**config.mk**
```make
export PLATFORM = sky130hd
export DESIGN_NAME = unfolded_iir
export DESIGN_NICKNAME = d
export VERILOG_FILES = /design/src/rtl/unf_iir_pkg.sv /design/src/rtl/unf_mac.sv /design/src/rtl/unf_delay.sv /design/src/rtl/unfolded_iir.sv
export SDC_FILE = /design/constraint.sdc
export NUM_CORES = 2
export LEC_CHECK = 0
export BUFFER_PORTS_ARGS = -buffer_cell sky130_fd_sc_hd__clkbuf_2
export CAP_MARGIN = 20
export CORE_AREA = 10 10 312 224
export CTS_CLUSTER_DIAMETER = 30
export DETAILED_ROUTE_END_ITERATION = 12
export DIE_AREA = 0 0 322 234
export HOLD_SLACK_MARGIN = 0.03
export SLEW_MARGIN = 20
export SYNTH_ARGS = -nofsm -noshare
export SYNTH_HDL_FRONTEND = slang
export SYNTH_SLANG_ARGS = --single-unit
```
**constraint.sdc**
```tcl
create_clock -name clk -period 9 [get_ports clk]
set_input_delay 0.9 -clock clk [delete_from_list [all_inputs] [get_ports clk]]
set_output_delay 0.9 -clock clk [all_outputs]
set_load 0.01 [all_outputs]
```
**src/rtl/unf_iir_pkg.sv**
```systemverilog
package unf_iir_pkg;

    // Lane whose past output feeds lane 'lane' across a lag of 'lag' samples.
    function automatic int src_lane(input int lane, input int lanes, input int lag);
        return (lane + lanes * lag - lag) % lanes;
    endfunction

    // Lane that receives the output of lane 'src' after 'lag' samples.
    function automatic int dst_lane(input int src, input int lanes, input int lag);
        return (src + lag) % lanes;
    endfunction

    // Number of block registers on the edge leaving lane 'src'.
    function automatic int edge_depth(input int src, input int lanes, input int lag);
        return (src + lag) / lanes;
    endfunction

endpackage

```
**src/rtl/unf_mac.sv**
```systemverilog
module unf_mac #(
    parameter int DW   = 16,
    parameter int FRAC = 15
) (
    input  logic [DW-1:0] fb,
    input  logic [DW-1:0] x,
    input  logic [DW-1:0] coef,
    output logic [DW-1:0] y
);
    localparam int PW = 2 * DW;

    logic signed [PW-1:0] prod;

    always_comb begin
        prod = PW'($signed(coef)) * PW'($signed(fb));
        y    = DW'(prod >>> FRAC) + x;
    end
endmodule

```
**src/rtl/unf_delay.sv**
```systemverilog
module unf_delay #(
    parameter int DW    = 16,
    parameter int DEPTH = 4
) (
    input  logic          clk,
    input  logic          rst_n,
    input  logic          adv,
    input  logic [DW-1:0] din,
    output logic [DW-1:0] dout
);
    typedef struct packed {
        logic [DEPTH-1:0][DW-1:0] stage;
    } line_t;

    line_t line_d, line_q;

    always_comb begin
        line_d = line_q;
        if (adv) begin
            line_d.stage[0] = din;
            for (int k = 1; k < DEPTH; k++) begin
                line_d.stage[k] = line_q.stage[k-1];
            end
        end
    end

    always_ff @(posedge clk) begin
        if (!rst_n) begin
            line_q <= '0;
        end else begin
            line_q <= line_d;
        end
    end

    assign dout = line_q.stage[DEPTH-1];
endmodule

```
**src/rtl/unfolded_iir.sv**
```systemverilog
module unfolded_iir
    import unf_iir_pkg::*;
#(
    parameter int LANES      = 2,
    parameter int DW         = 16,
    parameter int FRAC       = 15,
    parameter int LOOP_DELAY = 9
) (
    input  logic                clk,
    input  logic                rst_n,
    input  logic                in_valid,
    input  logic [LANES*DW-1:0] in_data,
    input  logic [DW-1:0]       coef,
    output logic                out_valid,
    output logic [LANES*DW-1:0] out_data
);
    localparam int BUS_W = LANES * DW;

    if (LANES < 1 || LANES > LOOP_DELAY) begin : g_bad_lanes
        $error("unfolded_iir: LANES must lie in 1..LOOP_DELAY");
    end

    logic [DW-1:0] tap    [LANES];
    logic [DW-1:0] y_lane [LANES];

    // One multiply-add per lane, fed by the edge that ends on it.
    for (genvar i = 0; i < LANES; i++) begin : g_lane
        localparam int SRC = src_lane(i, LANES, LOOP_DELAY);
        unf_mac #(.DW(DW), .FRAC(FRAC)) u_mac (
            .fb   (tap[SRC]),
            .x    (in_data[i*DW +: DW]),
            .coef (coef),
            .y    (y_lane[i])
        );
    end

    // One delay line per source lane, depth from the unfolding rule.
    for (genvar s = 0; s < LANES; s++) begin : g_edge
        localparam int DEPTH = edge_depth(s, LANES, LOOP_DELAY);
        unf_delay #(.DW(DW), .DEPTH(DEPTH)) u_dly (
            .clk   (clk),
            .rst_n (rst_n),
            .adv   (in_valid),
            .din   (y_lane[s]),
            .dout  (tap[s])
        );
    end

    typedef struct packed {
        logic             valid;
        logic [BUS_W-1:0] data;
    } out_t;

    out_t o_d, o_q;
    logic [BUS_W-1:0] y_bus;

    always_comb begin
        for (int i = 0; i < LANES; i++) begin
            y_bus[i*DW +: DW] = y_lane[i];
        end
        o_d       = o_q;
        o_d.valid = in_valid;
        if (in_valid) begin
            o_d.data = y_bus;
        end
    end

    always_ff @(posedge clk) begin
        if (!rst_n) begin
            o_q <= '0;
        end else begin
            o_q <= o_d;
        end
    end

    assign out_valid = o_q.valid;
    assign out_data  = o_q.data;
endmodule

```
==> impl_metrics.env <==
export IMPL_fmax_mhz=115.9
export IMPL_slowest_delay_ps=540
export IMPL_holdBufCountCts=0
export IMPL_gp_congestion=0.8846
export IMPL_cts_made_buffers=17
export IMPL_synth_ff_latch_count=145
export IMPL_critPathMaxFanout=10
export IMPL_core_area_mm2=0.06402
export IMPL_path_clk_slew_ps=70
export IMPL_cts_root_buf="clkbuf_16"
export IMPL_start_util_pct=39.46
export IMPL_groute_usage_overall_pct=17.36
export IMPL_hold_path_class="register to register"
export IMPL_skew_ps=13.95
export IMPL_ys_flop_type="dfxtp_1"
export IMPL_crit_required_ps=9300
export IMPL_post_place_ws_ps=-20.53
export IMPL_cts_path_max_buffers=2
export IMPL_synth_warnings=0
export IMPL_numPortBuffers=83
export IMPL_nNetsFinal=3451
export IMPL_drive_gt1_share_pct=7.117
export IMPL_p_leak_nw=13.81
export IMPL_placed_cell_area_mm2=0.02655
export IMPL_rows=78
export IMPL_antenna_found_initial=4
export IMPL_setup_slack_ps=368.2
export IMPL_maxSlewHeadroom_pct=33.60
export IMPL_synth_edff_count=0
export IMPL_final_hold_viol_count=0
export IMPL_wirelength_um=62060
export IMPL_worst_setup_path_start_kind="primary input"
export IMPL_wl_per_cell_um=17.47
export IMPL_ir_worst_vdd_mv=0.1168
export IMPL_grt_remaining_overflow=0
export IMPL_path_class="primary input to register"
export IMPL_clock_latency_ps=450
export IMPL_antenna_cells=0
export IMPL_slew_viol_final=0
export IMPL_vias=17225
export IMPL_async_reset_ff_share_pct=0
export IMPL_die_h_um=234
export IMPL_tightest_slew_ps=996.0
export IMPL_cp_slowest_cell="a311oi_1"
export IMPL_ant_nets=0
export IMPL_first_pass_iters=5
export IMPL_postSynthAreaPerCell_um2=9.415
export IMPL_drcViolationCount=0
export IMPL_final_area_mm2=0.02710
export IMPL_die_area_mm2=0.07535
export IMPL_grt_max_degree=96
export IMPL_synth_distinct_cells=60
export IMPL_post_cts_buffers=0
export IMPL_rsz0062_at_grt="false"
export IMPL_cts_sinks=145
export IMPL_status="complete, no violations"
export IMPL_avgViaCountPerCell=4.849
export IMPL_p_per_area_mw_per_mm2=63.81
export IMPL_layout_common_cells="inv_1 (561), fa_1 (512), nand2_1 (283)"
export IMPL_area_growth_pct=7.281
export IMPL_fillers=6264
export IMPL_h_tree_depth=4
export IMPL_netlist_instances=2683
export IMPL_cts_tree="done"
export IMPL_crit_arrival_ps=8930
export IMPL_place_hpwl_um=52810
export IMPL_grt_pass1_wl_um=103100
export IMPL_cp_common_cell="fa_1"
export IMPL_pin_count=84
export IMPL_finalSetupViolCount=0
export IMPL_synth_nets=3434
export IMPL_cap_viol_max_count=0
export IMPL_end_kind="register"
export IMPL_yosysSeqAreaShare_pct=11.49
export IMPL_grt_pass1_vias=18854
export IMPL_die_width_um=322
export IMPL_final_common_cell="inv_1"
export IMPL_synth_cell_area_mm2=0.02526
export IMPL_layout_min_cycle_time_ps=8632
export IMPL_drt_iter0_markers=1063
export IMPL_fin_crit_sh_pct=95.91
## report_power, final
group / switching, mW / internal [mW]
Combinational: 0.203 / 0.140
Sequential: 0.0270 / 0.666
Clock: 0.333 / 0.360
Total: 0.563 / 1.17
## metrics by stage
step | power [mW] | util [%] | setup TNS, ps | hold WS, ps | instances
after floorplan | 0.9416 | - | 0 | 475.6 | 2683
after global placement | 1.044 | 41.47 | 0 | 496.4 | 3521
after detailed placement | 1.050 | 41.47 | -20.53 | 506.8 | 3521
after CTS | 1.748 | 42.33 | 0 | 524.0 | 3552
after global routing | 1.814 | 42.33 | 0 | 539.0 | 3552
final | 1.729 | 42.33 | 0 | 519.4 | 3552
## area by class of cell
| class | instances | area (um^2) | share of cell area, % |
|---|---|---|---|
| Multi-Input combinational cell | 1826 | 19560 | 72.19 |
| Sequential cell | 145 | 2905 | 10.72 |
| Inverter | 563 | 2113 | 7.798 |
| Tap cell | 840 | 1051 | 3.878 |
| Timing Repair Buffer | 147 | 919.6 | 3.394 |
| Clock buffer | 17 | 425.4 | 1.570 |
| Clock inverter | 14 | 121.4 | 0.4478 |
## routing by layer
layer	up-vias	track usage (%)	part of all wire [%]	wire length [um]
met5	-	0	0.018	11
met2	388	26.61	44	27270
li1	8014	-	-	-
met1	8774	25.57	49	30390
met4	2	3.092	1.1	707
met3	47	3.109	5.9	3685
## Yosys cell counts (11+ instances only)
library cell,instances,area share (%)
nor2b_1,147,3.6
nand4_1,11,0.27
nand2b_1,15,0.37
dfxtp_1,145,11
nand2_1,283,4.2
o21a_1,12,0.36
ha_1,188,9.3
o21ai_0,20,0.40
a21o_1,16,0.48
nand3_1,12,0.24
a21oi_1,37,0.73
clkbuf_1,107,1.6
nor2_1,53,0.79
mux2i_1,139,5.5
buf_4,32,0.95
and2_1,219,5.4
inv_1,561,8.3
xor2_1,19,0.66
fa_1,512,41
nor3_1,16,0.32
xnor2_1,61,2.1
## worst max-delay path: cells and delay by family
kind | cells | cell delay, ps
fa+ha+maj | 8 | 3570
compound gates | 12 | 2290
simple gates | 7 | 1490
buf+inv | 4 | 500
xor+xnor | 1 | 140
## worst paths after layout
| path | from | end | slack [ps] | cells after the start |
|---|---|---|---|---|
| worst min register to register | g_edge[0].u_dly.line_q[30]$_SDFFE_PN0P_ | g_edge[0].u_dly.line_q[30]$_SDFFE_PN0P_ | 520 | 2 |
| worst max-delay path | coef[10] | out_data[15]$_SDFFE_PN0P_ | 370 | 32 |
| worst max register to register | g_edge[1].u_dly.dout[2]$_SDFFE_PN0P_ | out_data[15]$_SDFFE_PN0P_ | 370 | 31 |
| worst min-delay path | g_edge[0].u_dly.line_q[30]$_SDFFE_PN0P_ | g_edge[0].u_dly.line_q[30]$_SDFFE_PN0P_ | 520 | 2 |
## state kept, by name (all words and copies together) (netlist names)
register / flops
g_edge.u_dly.dout: 32
g_edge.u_dly.line_q: 80
out_data: 32
out_valid: 1
## what timing repair did
item | in CTS | in global routing
setup endpoints to repair | 0 | 3
hold endpoints to repair | 0 | 0
gates resized for setup | 0 | 2
## cells by family (layout without fill, tap and decap cells)
logic type                 Yosys count  in the layout  share of synthesized area (%)
muxes                              139            139                          5.508
AOI/OAI and AO/OA                  134            134                          3.487
and+or+nand+nor                    773            773                          15.79
DFF                                145            145                          11.49
xor gates and xnor gates            80             80                          2.774
adders and majority gates          700            700                          49.89
buffers and inverters              712            741                          11.06
Note: power is estimated with default switching activity, not from simulation.
